$ cat src/rtl/rtc_pctl_pkg.sv
package rtc_pctl_pkg;
    localparam int REG_W    = 8;
    localparam int SEL_W    = 3;
    localparam int NUM_SEL  = (1 << SEL_W) - 1;

    localparam int BIT_FLAG  = 7;
    localparam int BIT_SEL_L = 4;
    localparam int BIT_EN    = 3;
    localparam int BIT_ADJ   = 2;
    localparam int BIT_DIV   = 1;
    localparam int BIT_START = 0;

    typedef enum logic {
        FLAG_CLEAR = 1'b0,
        FLAG_SET   = 1'b1
    } flag_state_e;
endpackage

$ cat src/rtl/rtc_prescaler_stub.sv
module rtc_prescaler_stub #(
    parameter int NUM_TAPS = 7,
    parameter int TAP_STEP = 1
) (
    input  logic                clk,
    input  logic                por_n,
    input  logic                clr,
    input  logic                run,
    output logic [NUM_TAPS-1:0] tick_vec
);
    localparam int CNT_W = NUM_TAPS * TAP_STEP;

    logic [CNT_W-1:0] cnt_q;

    always_ff @(posedge clk or negedge por_n) begin
        if (!por_n)   cnt_q <= '0;
        else if (clr) cnt_q <= '0;
        else if (run) cnt_q <= cnt_q + 1'b1;
    end

    for (genvar k = 0; k < NUM_TAPS; k++) begin : g_tap
        assign tick_vec[k] = run & (&cnt_q[(k+1)*TAP_STEP-1:0]);
    end
endmodule

$ cat src/rtl/rtc_tick_select.sv
module rtc_tick_select #(
    parameter int SEL_W = 3
) (
    input  logic [SEL_W-1:0]          sel,
    input  logic [(1<<SEL_W)-2:0]     tick_vec,
    output logic                      tick
);
    localparam int NUM_SEL = (1 << SEL_W) - 1;

    always_comb begin
        tick = 1'b0;
        for (int k = 1; k <= NUM_SEL; k++) begin
            if (sel == SEL_W'(k)) tick = tick_vec[k-1];
        end
    end
endmodule

$ cat src/rtl/rtc_flag_fsm.sv
module rtc_flag_fsm
    import rtc_pctl_pkg::*;
(
    input  logic clk,
    input  logic por_n,
    input  logic sync_clr,
    input  logic tick,
    input  logic wr_en,
    input  logic wr_flag,
    output logic flag
);
    flag_state_e state_q, state_d;

    always_ff @(posedge clk or negedge por_n) begin
        if (!por_n)        state_q <= FLAG_CLEAR;
        else if (sync_clr) state_q <= FLAG_CLEAR;
        else               state_q <= state_d;
    end

    always_comb begin
        state_d = state_q;
        unique case (state_q)
            FLAG_CLEAR: if (tick || (wr_en && wr_flag))  state_d = FLAG_SET;
            FLAG_SET:   if (!tick && wr_en && !wr_flag)  state_d = FLAG_CLEAR;
        endcase
    end

    always_comb begin
        flag = (state_q == FLAG_SET);
    end
endmodule

$ cat src/rtl/rtc_pctl_top.sv
module rtc_pctl_top
    import rtc_pctl_pkg::*;
#(
    parameter int TAP_STEP = 1
) (
    input  logic             clk,
    input  logic             por_n,
    input  logic             mrst_n,
    input  logic             dstby,
    input  logic             wr_en,
    input  logic [REG_W-1:0] wr_data,
    output logic [REG_W-1:0] rd_data,
    output logic             pirq,
    output logic             adj_req,
    output logic             div_rst_req
);
    logic [SEL_W-1:0]   sel_q;
    logic               en_q, adj_q, div_q, start_q;
    logic               flag;
    logic               tick;
    logic               sync_clr;
    logic [NUM_SEL-1:0] tick_vec;

    assign sync_clr = dstby | ~mrst_n;

    always_ff @(posedge clk or negedge por_n) begin
        if (!por_n) begin
            sel_q   <= '0;
            en_q    <= 1'b1;
            adj_q   <= 1'b0;
            div_q   <= 1'b0;
            start_q <= 1'b1;
        end else if (dstby) begin
            sel_q   <= '0;
            en_q    <= 1'b1;
            adj_q   <= 1'b0;
            div_q   <= 1'b0;
            start_q <= 1'b1;
        end else if (!mrst_n) begin
            sel_q   <= '0;
            adj_q   <= 1'b0;
            div_q   <= 1'b0;
        end else begin
            if (wr_en) begin
                sel_q   <= wr_data[BIT_SEL_L +: SEL_W];
                en_q    <= wr_data[BIT_EN];
                start_q <= wr_data[BIT_START];
            end
            adj_q <= wr_en & wr_data[BIT_ADJ];
            div_q <= wr_en & wr_data[BIT_DIV];
        end
    end

    rtc_prescaler_stub #(
        .NUM_TAPS (NUM_SEL),
        .TAP_STEP (TAP_STEP)
    ) u_presc (
        .clk      (clk),
        .por_n    (por_n),
        .clr      (sync_clr | div_q),
        .run      (start_q),
        .tick_vec (tick_vec)
    );

    rtc_tick_select #(
        .SEL_W (SEL_W)
    ) u_sel (
        .sel      (sel_q),
        .tick_vec (tick_vec),
        .tick     (tick)
    );

    rtc_flag_fsm u_flag (
        .clk      (clk),
        .por_n    (por_n),
        .sync_clr (sync_clr),
        .tick     (tick),
        .wr_en    (wr_en),
        .wr_flag  (wr_data[BIT_FLAG]),
        .flag     (flag)
    );

    always_comb begin
        rd_data              = '0;
        rd_data[BIT_FLAG]    = flag;
        rd_data[BIT_SEL_L +: SEL_W] = sel_q;
        rd_data[BIT_EN]      = en_q;
        rd_data[BIT_ADJ]     = adj_q;
        rd_data[BIT_DIV]     = div_q;
        rd_data[BIT_START]   = start_q;
    end

    assign pirq        = flag;
    assign adj_req     = adj_q;
    assign div_rst_req = div_q;
endmodule

$ cat config.mk
export PLATFORM = sky130hd
export DESIGN_NAME = rtc_pctl_top
export DESIGN_NICKNAME = d
export VERILOG_FILES = /design/src/rtl/rtc_pctl_pkg.sv /design/src/rtl/rtc_prescaler_stub.sv /design/src/rtl/rtc_tick_select.sv /design/src/rtl/rtc_flag_fsm.sv /design/src/rtl/rtc_pctl_top.sv
export SDC_FILE = /design/constraint.sdc
export NUM_CORES = 1
export LEC_CHECK = 0
export BUFFER_PORTS_ARGS = -buffer_cell sky130_fd_sc_hd__clkbuf_2
export CELL_PAD_IN_SITES_DETAIL_PLACEMENT = 1
export CELL_PAD_IN_SITES_GLOBAL_PLACEMENT = 1
export CORE_UTILIZATION = 30
export DETAILED_ROUTE_END_ITERATION = 8
export GPL_TIMING_DRIVEN = 0
export PLACE_DENSITY = 0.72
export SETUP_SLACK_MARGIN = 0.15
export SLEW_MARGIN = 15
export SYNTH_ARGS = -nofsm -noshare
export SYNTH_HDL_FRONTEND = slang
export SYNTH_HIERARCHICAL = 1
export SYNTH_SLANG_ARGS = --single-unit
$ cat constraint.sdc
create_clock -name clk -period 2.4 [get_ports clk]
set_clock_uncertainty 0.15 [all_clocks]
set_input_delay 0.48 -clock clk [delete_from_list [all_inputs] [get_ports clk]]
set_output_delay 0.48 -clock clk [all_outputs]
set_load 0.03 [all_outputs]
## After elaboration in Yosys (flattened, before gate mapping)

Cells that the tools add are included.

- Bits in registers: 15
- Logic and storage cells: 71

- Equal/unequal tests: 8
- Add/subtract/negate cells: 1
- Bitwise logic cells: 13
- Mux-type cells: 26
- Reductions and logical operators: 16

Operators with widths:

| operator | count |
|---|---|
| $mux W1 | 20 |
| $mux W7 | 2 |
| $eq A3 B3 Y1 const B | 4 |
| $and A1 B1 Y1 | 9 |
| $mux W3 | 3 |
| $add A7 B1 Y7 const B | 1 |
| $reduce_and A7 Y1 | 1 |
| $eq A3 B2 Y1 const B | 2 |
| $reduce_and A6 Y1 | 1 |
| $reduce_bool A2 Y1 | 3 |
| $reduce_and A5 Y1 | 1 |
| $reduce_and A2 Y1 | 2 |
| $reduce_and A4 Y1 | 1 |
| $eq A3 B1 Y1 const B | 1 |
| $logic_and A1 B1 Y1 | 3 |
| $ne A3 B1 Y1 const B | 1 |
| $reduce_and A3 Y1 | 1 |
| $logic_not A1 Y1 | 2 |
| $not A1 Y1 | 2 |
| $or A1 B1 Y1 | 2 |
| $pmux W1 S2 | 1 |
| $logic_or A1 B1 Y1 | 1 |

## Longest topological paths before layout

- Word-level depth: 14
- Depth in mapped cells: 8

## Modules after synthesis

Netlist, hierarchy kept.

By module, submodules not included:

| module | area an instance (um2) | seq. area each (um2) | cells each | instances |
|---|---|---|---|---|
| rtc_prescaler_stub | 405.4 | 175.2 | 41 | 1 |
| rtc_pctl_top | 334.1 | 177.7 | 29 | 1 |
| rtc_tick_select | 63.8 | 0.0 | 5 | 1 |
| rtc_flag_fsm | 43.8 | 25.0 | 4 | 1 |

## Worst setup path before layout

OpenSTA, ideal clock, no wires.

- Path kind: register to register
- Start point: register u_presc.cnt_q[0]
- End point: register u_flag.state_q (netlist: u_flag/flag)
- Path buffers: 0
- Cell stages (with the launch flop): 9
- Library setup time: 123 ps
- Required time: 2,127 ps
- Path slack: 130 ps
- Arrival: 1,997 ps
- Cell sequence: dfrtp_1 -> ha_1 -> and4_2 -> and3_1 -> and2_1 -> mux2_1 -> mux4_2 -> inv_1 -> a21oi_1

- Elaborated cells on any way between the ends: 28
- Classes of those cells: 11 x mux; 7 x bitwise; 10 x reduce/logical

RTL lines:

| item | RTL line | source |
|---|---|---|
| start, declared | rtc_prescaler_stub.sv:13 | `logic [CNT_W-1:0] cnt_q;` |
| start signal, assigned | rtc_prescaler_stub.sv:18 | `else if (run) cnt_q <= cnt_q + 1'b1;` |
| $reduce_and A4 Y1 (*) | rtc_prescaler_stub.sv:22 | `assign tick_vec[k] = run & (&cnt_q[(k+1)*TAP_STEP-1:0]);` |
| $and A1 B1 Y1 (*) | rtc_prescaler_stub.sv:22 |  |
| net tick_vec[3] | rtc_pctl_top.sv:22 | `logic [NUM_SEL-1:0] tick_vec;` |
| $mux W1 (*) (4 in a row) | rtc_tick_select.sv:13 | `if (sel == SEL_W'(k)) tick = tick_vec[k-1];` |
| net tick | rtc_pctl_top.sv:20 | `logic tick;` |
| $logic_not A1 Y1 | rtc_flag_fsm.sv:24 | `FLAG_SET: if (!tick && wr_en && !wr_flag) state_d = FLAG_CLEAR;` |
| $logic_and A1 B1 Y1 (2 in a row) | rtc_flag_fsm.sv:24 |  |
| $mux W1 | rtc_flag_fsm.sv:24 |  |
| $pmux W1 S2 (*) | rtc_flag_fsm.sv:22 | `unique case (state_q)` |
| $mux W1 (*) | rtc_flag_fsm.sv:16 | `else if (sync_clr) state_q <= FLAG_CLEAR;` |
| end signal, assigned | rtc_flag_fsm.sv:17 | `else state_q <= state_d;` |
| end, declared | rtc_flag_fsm.sv:12 | `flag_state_e state_q, state_d;` |

The timed path passes the listed nets; every way through them passes the cells marked *.
A chain may end at the register's enable or synchronous reset.

## Final worst setup path

- Start point: register u_presc.cnt_q[1]
- End point: register u_flag.state_q (netlist: u_flag/flag)

Same word-level chain as after synthesis.

==> results.yml <==
sta:
  drv_slew: 0
  rsz0062_at_grt: "no"
  maxSlewHeadroom_pct: 74.4
  finalCriticalPeriod_ps: 2210
  hold_viol: 0
  fin_hold_ws_ps: 268
  min_period_over_period_pct: 92.0
  tightest_slew_ps: 385
  max_freq_mhz: 453
  setup_violations: 0
  finalSetupTns_ps: 0
setup_path:
  worstRegToRegCells: 8
  crit_end: "u_flag/flag"
  crit_path_start: "u_presc/cnt_q[1]"
  crit_fanout: 4
  crit_required_ps: 2430
  cp.arrival_ps: 2240
  r2r-start: "u_presc/cnt_q[1]"
  r2r-end: "u_flag/flag"
  cp_slowest_cell: "mux4_2"
  path_buf_inv: 1
  critPathTopFamily: "multiplexers"
  critical-path-max-stage-delay_ps: 470
  rrSetupSlack_ps: 190
  end_kind: "register"
  crit_chain: "ha_4 -> and4_4 -> and3_4 -> and2_1 -> mux2_4 -> mux4_2 -> inv_2 -> a21oi_1"
  path_class: "register to register"
  start_kind: "register"
  cp.depth: 8
routing:
  first_pass_iters: 3
  viasPerCell: 4.73
  routed_wl_um: 1910
  wl_per_cell_um: 13.7
  drc: 0
  antenna_left: 0
  vias: 657
  drtIter0Drc: 4
pwr:
  peakVddDrop_mv: 0.312
  powerDensity_nw_per_um2: 463
  p_total_mw: 0.498
  p_leak_nw: 0.551
die:
  start_util_pct: 33.0
  die_height_um: 55.1
  die_w_um: 55.1
  die_area_sq_um: 3040
  ios: 24
  core_region_area_sq_um: 2570
  rows: 18
layout:
  area_growth_pct: 27.2
  drive_gt1_share_pct: 48.6
  diodes: 0
  layout_commonest_cell: "clkbuf_2"
  num-nets-final: 126
  final_cell_mix: "23 x clkbuf_2, 12 x dfrtp_1, 8 x nor2_1, 7 x buf_4, 6 x mux2i_1"
  fillers: 314
global_route:
  grt_remaining_overflow: 0
  antenna_found_initial: 0
  grt_pass1_vias: 653
  grt_pass1_wl_um: 2990
  grtUsageTotal_pct: 14.1
  grt_max_degree: 16
placed_design:
  port_buffers: 23
  gp_congestion: 0.758
  dpl.hpwl_um: 1450
synthesis:
  syn_nets: 95
  syn_area_sq_um: 847
  synthCells: 79
  yosys_warnings: 6
  synth-seq-area-share_pct: 44.6
  ys_types: 31
  synth.avg_cell_area_sq_um: 10.7
  ys_seq_elements: 15
hold_path:
  worstHoldPathType: "primary input to register"
  hp-start: "dstby"
clock_network:
  cts_sinks: 15
  cts_buffer_depth: 2
  cts.root.buffer_cell: "clkbuf_4"
  cts_tree: "done"
  numCtsBuffers: 3
  clk_latency_ps: 290
  clkTransAtPathRegs_ps: 90
  cts_max_level: 1
run_status:
  status: "completed"
flow_run:
  drv_cap: 0
synth_stat cells:
library cell / count / area [sq um]
dfrtp_1: 13 / 325
and2_2: 1 / 7.51
a21oi_1: 3 / 15.0
nand2b_1: 1 / 6.26
nor2_1: 8 / 30.0
xnor2_1: 1 / 8.76
xor2_1: 2 / 17.5
or4_1: 1 / 7.51
and3_2: 4 / 30.0
mux4_2: 1 / 22.5
ha_1: 3 / 37.5
or3_1: 1 / 6.26
nand2_2: 1 / 6.26
o31ai_1: 1 / 7.51
and3_1: 3 / 18.8
mux2_2: 2 / 22.5
dfstp_2: 2 / 52.6
and2b_1: 1 / 7.51
nand2_1: 3 / 11.3
buf_4: 5 / 37.5
o21ai_0: 1 / 5.00
buf_6: 1 / 11.3
mux2i_1: 6 / 60.1
nand4_1: 1 / 6.26
inv_1: 2 / 7.51
and4_2: 1 / 10.0
and2_1: 4 / 25.0
mux2_1: 1 / 11.3
buf_2: 1 / 5.00
a211o_1: 2 / 17.5
nand3_1: 2 / 10.0
stage by stage:
step,cells,area [sq um],setup slack [ps],util (%)
final,139,1080,193,42.0
after global routing,139,1080,156,42.0
after CTS,139,1070,178,41.7
after detailed placement,132,1000,23.8,39.0
after global placement,132,1000,54.1,39.0
after floorplan,79,850,158,-
layer usage:
layer	vias up	routed length, um	global-route usage, %
li1	329	-	-
met1	319	870	18.7
met2	7	973	21.7
met3	2	47	3.28
met4	0	17	6.25
met5	-	0	0
state kept, by name, indices dropped and copies added, names as in the netlist:
| name | cells |
|---|---|
| sel_q | 3 |
| u_flag/flag | 1 |
| start_q | 1 |
| u_presc/cnt_q | 7 |
| div_rst_req | 1 |
| adj_req | 1 |
| en_q | 1 |
kinds of logic (layout without fill, tap and decap cells):
family,count (synthesis),count (layout),share of synthesized area [%]
AO/OA/AOI/OAI,7,7,5.32
XOR/XNOR,3,3,3.10
adder cells (fa/ha/maj),3,3,4.43
buffers and inverters,9,39,7.24
flip-flops,15,15,44.6
multiplexers,10,10,13.7
AND/OR/NAND/NOR,32,32,21.6
worst register-to-register path: stages, from the launching register on:
cell and delay [ps]:
dfrtp_1 440, ha_4 180, and4_4 170, and3_4 170, and2_1 150, mux2_4 250
mux4_2 470, inv_2 60, a21oi_1 50
layout make-up:
type / count / area (sq um) / area share, %
clock buffers: 4 / 26.3 / 2.44
multi-input cells: 55 / 433 / 40.2
inverters: 2 / 7.51 / 0.697
flip-flops and latches: 15 / 379 / 35.2
well taps: 30 / 37.5 / 3.48
repair buffers: 26 / 140 / 13.0
plain buffers: 7 / 53.8 / 4.99
where the power goes:
part / leakage (nW) / internal (mW) / total [mW] / switching (mW)
Sequential: 0.199 / 0.261 / 0.269 / 0.00718
Combinational: 0.337 / 0.0354 / 0.0798 / 0.0445
Clock: 0.0150 / 0.0646 / 0.150 / 0.0853
Total: 0.551 / 0.361 / 0.498 / 0.137
what timing repair did:
| item | 4_1_cts | 5_1_grt |
|---|---|---|
| buffers inserted | 2 | 0 |
| hold buffers | 1 | 0 |
| pin swaps | 0 | 1 |
| endpoints found under the setup margin | 1 | 1 |
| gates cloned | 0 | 0 |
| resized for setup | 5 | 2 |
| hold endpoints to repair | 13 | 0 |
how the worst min path moves through the flow:
| stage | end | slack, ps | cells past startpoint |
|---|---|---|---|
| after global routing | start_q | 260 | 2 |
| final | start_q | 270 | 2 |
| after global placement | u_presc/cnt_q[2] | 270 | 1 |
| after floorplan | adj_req | 30 | 0 |
| after CTS | start_q | 260 | 2 |
| after detailed placement | u_presc/cnt_q[2] | 270 | 1 |
Note: power is estimated with default switching activity, not from simulation.
